$ cat src/rtl/mv_pkg.sv
// mv_pkg: shared defaults and width helper for the systolic matrix-vector block.
// Assumes: callers pass a positive order and operand width.
package mv_pkg;

    parameter int ORDER_DEF  = 4;
    parameter int DATA_W_DEF = 16;

    // Accumulator width: full product plus enough headroom for N additions,
    // with at least one guard bit so the extension field is never empty.
    function automatic int acc_w(input int order, input int dw);
        int grow;
        grow = $clog2(order);
        if (grow < 1) grow = 1;
        return 2 * dw + grow;
    endfunction

endpackage

$ cat src/rtl/mv_skew.sv
// mv_skew: fixed-length delay line for one input lane of the array.
// Each lane is delayed by its column index so that the matrix reaches the
// cells one anti-diagonal per clock.
// Assumes: DEPTH >= 0; a depth of 0 is a plain wire.
module mv_skew #(
    parameter int W     = 8,
    parameter int DEPTH = 0
) (
    input  logic         clk,
    input  logic         rst_n,
    input  logic [W-1:0] d,
    output logic [W-1:0] q
);

    generate
        if (DEPTH == 0) begin : g_thru
            logic unused_pins;
            assign unused_pins = clk ^ rst_n;
            assign q = d;
        end else begin : g_dly
            logic [W-1:0] stage [DEPTH];

            // Shift the lane one stage per clock; reset clears every stage.
            always_ff @(posedge clk) begin
                if (!rst_n) begin
                    for (int i = 0; i < DEPTH; i++) stage[i] <= '0;
                end else begin
                    stage[0] <= d;
                    for (int i = 1; i < DEPTH; i++) stage[i] <= stage[i-1];
                end
            end

            assign q = stage[DEPTH-1];
        end
    endgenerate

endmodule

$ cat src/rtl/mv_cell.sv
// mv_cell: one multiply-accumulate stage of the chain.
// Holds one vector element. When the arriving matrix element is valid, the cell
// adds element*vector to the incoming partial sum and registers the result
// for the next cell; a bubble registers zero with valid low.
// Assumes: AW > 2*DW; the matrix element and the partial sum of the same row
// arrive in the same cycle.
module mv_cell #(
    parameter int DW = 16,
    parameter int AW = 34
) (
    input  logic                 clk,
    input  logic                 rst_n,
    input  logic signed [DW-1:0] a_in,
    input  logic                 a_vld,
    input  logic signed [DW-1:0] x_in,
    input  logic                 x_ld,
    input  logic signed [AW-1:0] sum_in,
    input  logic                 sum_vld_in,
    output logic signed [AW-1:0] sum_out,
    output logic                 sum_vld_out
);

    localparam int PW  = 2 * DW;
    localparam int EXT = AW - PW;

    logic signed [DW-1:0] x_q;
    logic signed [DW-1:0] x_use;
    logic signed [PW-1:0] prod;
    logic signed [AW-1:0] prod_ext;
    logic signed [AW-1:0] sum_d;

    // Pick the vector element: a load arriving with this element applies at once.
    always_comb x_use = x_ld ? x_in : x_q;

    // Form the product and the next partial sum; a bubble gives zero.
    always_comb begin
        prod     = a_in * x_use;
        prod_ext = {{EXT{prod[PW-1]}}, prod};
        sum_d    = a_vld ? (sum_in + prod_ext) : '0;
    end

    // Keep the vector element until the next load.
    always_ff @(posedge clk) begin
        if (!rst_n)    x_q <= '0;
        else if (x_ld) x_q <= x_in;
    end

    // Register the partial sum and its valid bit towards the next cell.
    always_ff @(posedge clk) begin
        if (!rst_n) begin
            sum_out     <= '0;
            sum_vld_out <= 1'b0;
        end else begin
            sum_out     <= sum_d;
            sum_vld_out <= a_vld;
        end
    end

    // the skewed element and the partial sum of its row always line up
    // (a valid sum never meets a bubble, and the reverse).
    bubble_sync_chk: assert property (@(posedge clk) disable iff (!rst_n)
        a_vld == sum_vld_in);

endmodule

$ cat src/rtl/mv_systolic.sv
// mv_systolic: N-cell systolic matrix-vector multiplier.
// Accepts one matrix row per clock and skews it column by column into a chain
// of multiply-accumulate cells. Partial sums flow left to right, and each
// finished result is registered at the chain's right end.
// Vector loads ride the same skew as the row, so a new vector applies from
// its row on without disturbing rows already in flight.
// Assumes: N >= 1, AW > 2*DW.
module mv_systolic #(
    parameter int N  = mv_pkg::ORDER_DEF,
    parameter int DW = mv_pkg::DATA_W_DEF,
    parameter int AW = mv_pkg::acc_w(N, DW)
) (
    input  logic                 clk,
    input  logic                 rst_n,
    input  logic                 row_vld,
    input  logic [N*DW-1:0]      row_data,
    input  logic                 vec_ld,
    input  logic [N*DW-1:0]      vec_data,
    output logic                 y_vld,
    output logic signed [AW-1:0] y_data
);

    // Lane layout: {x_ld, x, a_vld, a}
    localparam int LW    = 2 * DW + 2;
    localparam int A_LO  = 0;
    localparam int AV_B  = DW;
    localparam int X_LO  = DW + 1;
    localparam int XL_B  = 2 * DW + 1;
    localparam int FW    = $clog2(N + 2) + 1;

    logic [LW-1:0]        lane_in  [N];
    logic [LW-1:0]        lane_out [N];
    logic signed [DW-1:0] a_l [N];
    logic signed [DW-1:0] x_l [N];
    logic                 a_v [N];
    logic                 x_v [N];
    logic signed [AW-1:0] sum_c [N+1];
    logic                 vld_c [N+1];

    assign sum_c[0] = '0;
    assign vld_c[0] = row_vld;

    generate
        for (genvar j = 0; j < N; j++) begin : g_col
            // Bundle column j of the row with the matching vector element.
            assign lane_in[j] = {vec_ld, vec_data[j*DW +: DW],
                                 row_vld, row_data[j*DW +: DW]};

            mv_skew #(.W(LW), .DEPTH(j)) skew_i (
                .clk   (clk),
                .rst_n (rst_n),
                .d     (lane_in[j]),
                .q     (lane_out[j])
            );

            assign a_l[j] = lane_out[j][A_LO +: DW];
            assign a_v[j] = lane_out[j][AV_B];
            assign x_l[j] = lane_out[j][X_LO +: DW];
            assign x_v[j] = lane_out[j][XL_B];

            mv_cell #(.DW(DW), .AW(AW)) cell_i (
                .clk         (clk),
                .rst_n       (rst_n),
                .a_in        (a_l[j]),
                .a_vld       (a_v[j]),
                .x_in        (x_l[j]),
                .x_ld        (x_v[j]),
                .sum_in      (sum_c[j]),
                .sum_vld_in  (vld_c[j]),
                .sum_out     (sum_c[j+1]),
                .sum_vld_out (vld_c[j+1])
            );

            if (j > 0) begin : g_align
                // each lane's element trails its left neighbour by one cycle.
                lane_align_chk: assert property (@(posedge clk) disable iff (!rst_n)
                    a_v[j] |-> $past(a_v[j-1]));
                // a vector load reaches each cell one cycle after the cell to its left.
                vec_align_chk: assert property (@(posedge clk) disable iff (!rst_n)
                    x_v[j] |-> $past(x_v[j-1]));
            end
        end
    endgenerate

    // Register the finished sum at the array boundary; idle cycles show zero.
    always_ff @(posedge clk) begin
        if (!rst_n) begin
            y_vld  <= 1'b0;
            y_data <= '0;
        end else begin
            y_vld  <= vld_c[N];
            y_data <= vld_c[N] ? sum_c[N] : '0;
        end
    end

    // Track rows accepted but not yet delivered, for the checks below.
    logic [FW-1:0] in_flight;
    always_ff @(posedge clk) begin
        if (!rst_n) in_flight <= '0;
        else if (row_vld && !y_vld) in_flight <= in_flight + 1'b1;
        else if (!row_vld && y_vld) in_flight <= in_flight - 1'b1;
    end

    // a result never appears without an accepted row behind it.
    out_order_chk: assert property (@(posedge clk) disable iff (!rst_n)
        y_vld |-> (in_flight != '0));

    // no more rows are ever pending than the pipeline depth allows.
    flight_bound_chk: assert property (@(posedge clk) disable iff (!rst_n)
        in_flight <= FW'(N + 1));

    // the output is zero whenever no result is flagged.
    idle_zero_chk: assert property (@(posedge clk) disable iff (!rst_n)
        !y_vld |-> (y_data == '0));

endmodule

$ cat config.mk
export PLATFORM = sky130hd
export DESIGN_NAME = mv_systolic
export DESIGN_NICKNAME = d
export VERILOG_FILES = /design/src/rtl/mv_pkg.sv /design/src/rtl/mv_skew.sv /design/src/rtl/mv_cell.sv /design/src/rtl/mv_systolic.sv
export SDC_FILE = /design/constraint.sdc
export NUM_CORES = 2
export LEC_CHECK = 0
export ABC_CLOCK_PERIOD_IN_PS = 12100
export BUFFER_PORTS_ARGS = -buffer_cell sky130_fd_sc_hd__clkbuf_2
export CELL_PAD_IN_SITES_DETAIL_PLACEMENT = 1
export CELL_PAD_IN_SITES_GLOBAL_PLACEMENT = 1
export CORE_AREA = 2 2 353 355
export CTS_BUF_LIST = sky130_fd_sc_hd__clkbuf_2 sky130_fd_sc_hd__clkbuf_4 sky130_fd_sc_hd__clkbuf_8
export CTS_CLUSTER_SIZE = 16
export DETAILED_ROUTE_END_ITERATION = 10
export DIE_AREA = 0 0 355 357
export PLACE_DENSITY_LB_ADDON = 0.1
export SYNTH_ARGS = -nofsm -noshare
export SYNTH_HDL_FRONTEND = slang
export SYNTH_SLANG_ARGS = --single-unit
$ cat constraint.sdc
create_clock -name clk -period 12.1 [get_ports clk]
set_clock_uncertainty 0.05 [all_clocks]
set_input_delay 1.815 -clock clk [delete_from_list [all_inputs] [get_ports clk]]
set_output_delay 1.815 -clock clk [all_outputs]
set_load 0.005 [all_outputs]
==> run summary <==
clk root buf: clkbuf_8
most common flop cell mapped by yosys: dfxtp_1
sw frac: 0.449
Seq pwr share: 0.199
share of flip-flops with an asynchronous set or reset: 0
IO Count: 167
Crit Path Category: reg -> reg
routed wire length per instance: 19.2 um
gr usage total: 0.237
first-pass GRT wire length: 235,000 um
top-area cell type share of the netlist area: 0.396
Slew HR: 0.219
Clock H-tree levels: 3
CP required: 12,730 ps
total core area: 123,000 um2
post-CTS resize count: 0
Yosys top cell by area: fa_1
area delta synth->final: 7.59%
P_sw: 3.58 mW
Worst setup EP type: flop
Setup crit start kind: flop
Post-Synthesis Cell Area: 54,900 um2
die height: 357 um
Die Wd: 355 um
Final Hold Slack: 379 ps
Starting Density: 0.447
multi-input logic area: 41,200 um2
Final nets: 7,467
syn avg cell area: 9.56 um2
initial antenna violation count: 5
register area share after synthesis: 0.157
status: complete, no violations
DRC viols: 0
Die Area: 127,000 um2
register area: 8630 um2
vias in the first global route: 42,647
worst skew pair latency: 780 ps
Lkg Pwr: 29.1 nW
min-delay src: g_col[2].skew_i.g_dly.stage[0][13]
Tmin final: 9160 ps
site row count: 129
Post-synth EDFFs: 0
layout cells sized above 1: 0.0753
R2R Path Start: g_col[3].skew_i.g_dly.stage[0][101]
fin crit share: 0.757
Yosys cell types: 74
maximum single-stage delay on the critical path: 860 ps
Setup TNS Final: 0 ps
cells on worst reg2reg path: 27
ANT nets after route: 0
Worst path slowest cell: dfxtp_1
CTS Hold Bufs: 0
Cells after Synth: 5,745
vias: 37,809
Pint: 4.40 mW
routability congestion estimate: 0.828
1st-pass router iterations: 7
Post-DP HPWL: 119,000 um
Gate power share: 0.606
TritonCTS clock tree: built
Hold Crit Class: reg -> reg
Reg2Reg Setup Slack: 2940 ps
VDD IR-drop max: 0.201 mV
Post-CTS Setup Inserts: 0
Clk pin slew, worst setup/hold paths: 70 ps
Fillers: 14,103
CTS Buf Count: 81
Avg Vias per Cell: 5.02
syn_nets: 7,377
final WL: 145,000 um
initial DRC count: 1,605
post-layout util: 0.481
DP Area: 57,400 um2
Slew @ Worst Pin: 1140 ps
max-slew violation count: 0
Clock Tree Buf Depth: 3
Hold Crit Endpoint: g_col[2].skew_i.g_dly.stage[0][47]
CP Buf/Inv Count: 3
Ys Warns: 0
number of port buffers: 166
CTS sink count: 431
synth top area cells: fa_1 40%, dfxtp_1 16%, ha_1 9.4%
clock network fraction of total power: 0.194
design area: 59,100 um2
Hold Crit Depth: 1
Critical Path AT: 9780 ps
max-cap violation count: 0
PwrDens: 135 nW/um2
Worst path top cell family by delay: adder cells
crit-path max FO: 17
R2R Path End: g_col[3].cell_i.sum_out[32]
Synth Register Bits: 431
Final Hold Vio Count: 0
RSZ-0062 raised after global routing: no
Crit path top cell by count: fa_1
Final setup viols: 0
maximum clock frequency: 109 MHz
pin count of the biggest net entering global routing: 119
GRT overflow: 0
[worst register-to-register path, delay by kind of cell (launching register included)]
family / cells / cell delay [ps]
AO/OA/AOI/OAI: 9 / 2430
XOR/XNOR: 1 / 170
adder cells (fa/ha/maj): 8 / 3940
buffers and inverters: 3 / 200
flip-flops: 1 / 860
multiplexers: 1 / 580
AND/OR/NAND/NOR: 5 / 870
[Yosys cell counts, types with 3 or more instances]
cell type / number
ha_1: 413
o21ai_1: 15
nor2_1: 190
nand3b_1: 5
a211o_1: 5
nand2_1: 593
fa_1: 1087
and3_1: 63
a211oi_1: 18
inv_1: 1177
o21ai_0: 51
o211ai_1: 10
o21a_1: 20
mux2i_1: 23
a2111oi_0: 4
o22ai_1: 6
nand3_1: 29
a31oi_1: 16
a21oi_1: 133
a31o_2: 4
a41oi_1: 6
a21o_1: 89
or2_2: 45
or3_1: 3
mux2_2: 44
and2_1: 443
nor2b_1: 247
nor4_1: 3
buf_1: 4
xor2_1: 63
nand2b_1: 57
a21boi_0: 7
o21bai_1: 22
dfxtp_1: 431
xnor2_1: 126
clkbuf_1: 184
a221oi_1: 4
nor3b_1: 6
nand4_1: 6
and4_1: 5
a311oi_1: 3
nor3_1: 44
[cell type report]
| cell class | instances | area share |
|---|---|---|
| antenna | 4 | 0.000169 |
| clock inverter | 33 | 0.00533 |
| timing repair buffer | 197 | 0.0181 |
| inverter | 1177 | 0.0747 |
| sequential | 431 | 0.146 |
| multi-input combinational | 3947 | 0.697 |
| tap | 1637 | 0.0346 |
| clock buffer | 108 | 0.0244 |
[routing by layer]
layer,track usage,vias to the layer above,part of all wire
met5,0,-,0
met4,0.0564,0,0.022
met3,0.0239,167,0.028
met2,0.412,486,0.50
met1,0.319,19722,0.45
li1,-,17434,-
[power groups by stage]
stage	Clock, mW	Combinational [mW]	Sequential [mW]
after detailed placement	0	4.87	1.62
after global placement	0	4.75	1.62
after floorplan	0	3.63	1.56
after CTS	1.61	4.91	1.59
final	1.55	4.84	1.59
after global routing	1.68	5.55	1.60
[cell usage in the layout, fill, tap and decap left out, types with 6 or more instances in the layout]
cell	count
a211oi_1	18
o211ai_1	10
nand3_1	29
and3_1	63
nor3b_1	6
a21o_1	89
and2_1	443
fa_1	1087
xor2_1	63
clkbuf_4	7
ha_1	413
o21bai_1	22
clkbuf_2	165
nand2_1	593
clkinvlp_4	7
a41oi_1	6
xnor2_1	126
clkbuf_8	102
a31oi_1	16
nor2b_1	247
dfxtp_1	431
a21oi_1	133
buf_4	31
nor2_1	190
mux2_2	44
o21ai_0	51
nand4_1	6
nor3_1	44
o22ai_1	6
clkinv_2	14
a21boi_0	7
mux2i_1	23
o21a_1	20
nand2b_1	57
inv_1	1177
or2_2	45
o21ai_1	15
[cell families after synthesis]
logic type | after synthesis | synth area share
compound gates | 448 | 0.0544
xor+xnor | 189 | 0.0301
fa+ha+maj | 1500 | 0.490
buf+inv | 1367 | 0.0934
flops | 431 | 0.157
mux | 67 | 0.0132
simple gates | 1743 | 0.162
[state kept, by name, indices dropped and copies added, names as in the netlist]
name	flops
g_col.cell_i.sum_vld_out	1
y_vld	1
g_col.cell_i.sum_out	133
g_col.cell_i.x_q	64
g_col.skew_i.g_dly.stage	198
y_data	34
[how the worst max path moves through the flow]
stage | startpoint | to | slack, ps | depth (start not counted)
after global routing | g_col[3].skew_i.g_dly.stage[0][101] | g_col[3].cell_i.sum_out[33] | 2380 | 29
after floorplan | g_col[3].skew_i.g_dly.stage[0][101] | g_col[3].cell_i.sum_out[32] | 3500 | 30
final | g_col[3].skew_i.g_dly.stage[0][101] | g_col[3].cell_i.sum_out[32] | 2940 | 27
after global placement | g_col[3].skew_i.g_dly.stage[0][101] | g_col[3].cell_i.sum_out[32] | 3070 | 27
after detailed placement | g_col[3].skew_i.g_dly.stage[0][101] | g_col[3].cell_i.sum_out[33] | 2930 | 29
after CTS | g_col[3].skew_i.g_dly.stage[0][101] | g_col[3].cell_i.sum_out[32] | 2960 | 27
[through the flow]
step | instances | setup slack, ps | power (mW)
after floorplan | 5745 | 3500 | 5.18
after CTS | 7530 | 2960 | 8.12
final | 7534 | 2940 | 7.99
after detailed placement | 7389 | 2930 | 6.49
after global placement | 7389 | 3070 | 6.37
after global routing | 7533 | 2380 | 8.83
No activity file was read; power rests on OpenSTA's default activity.
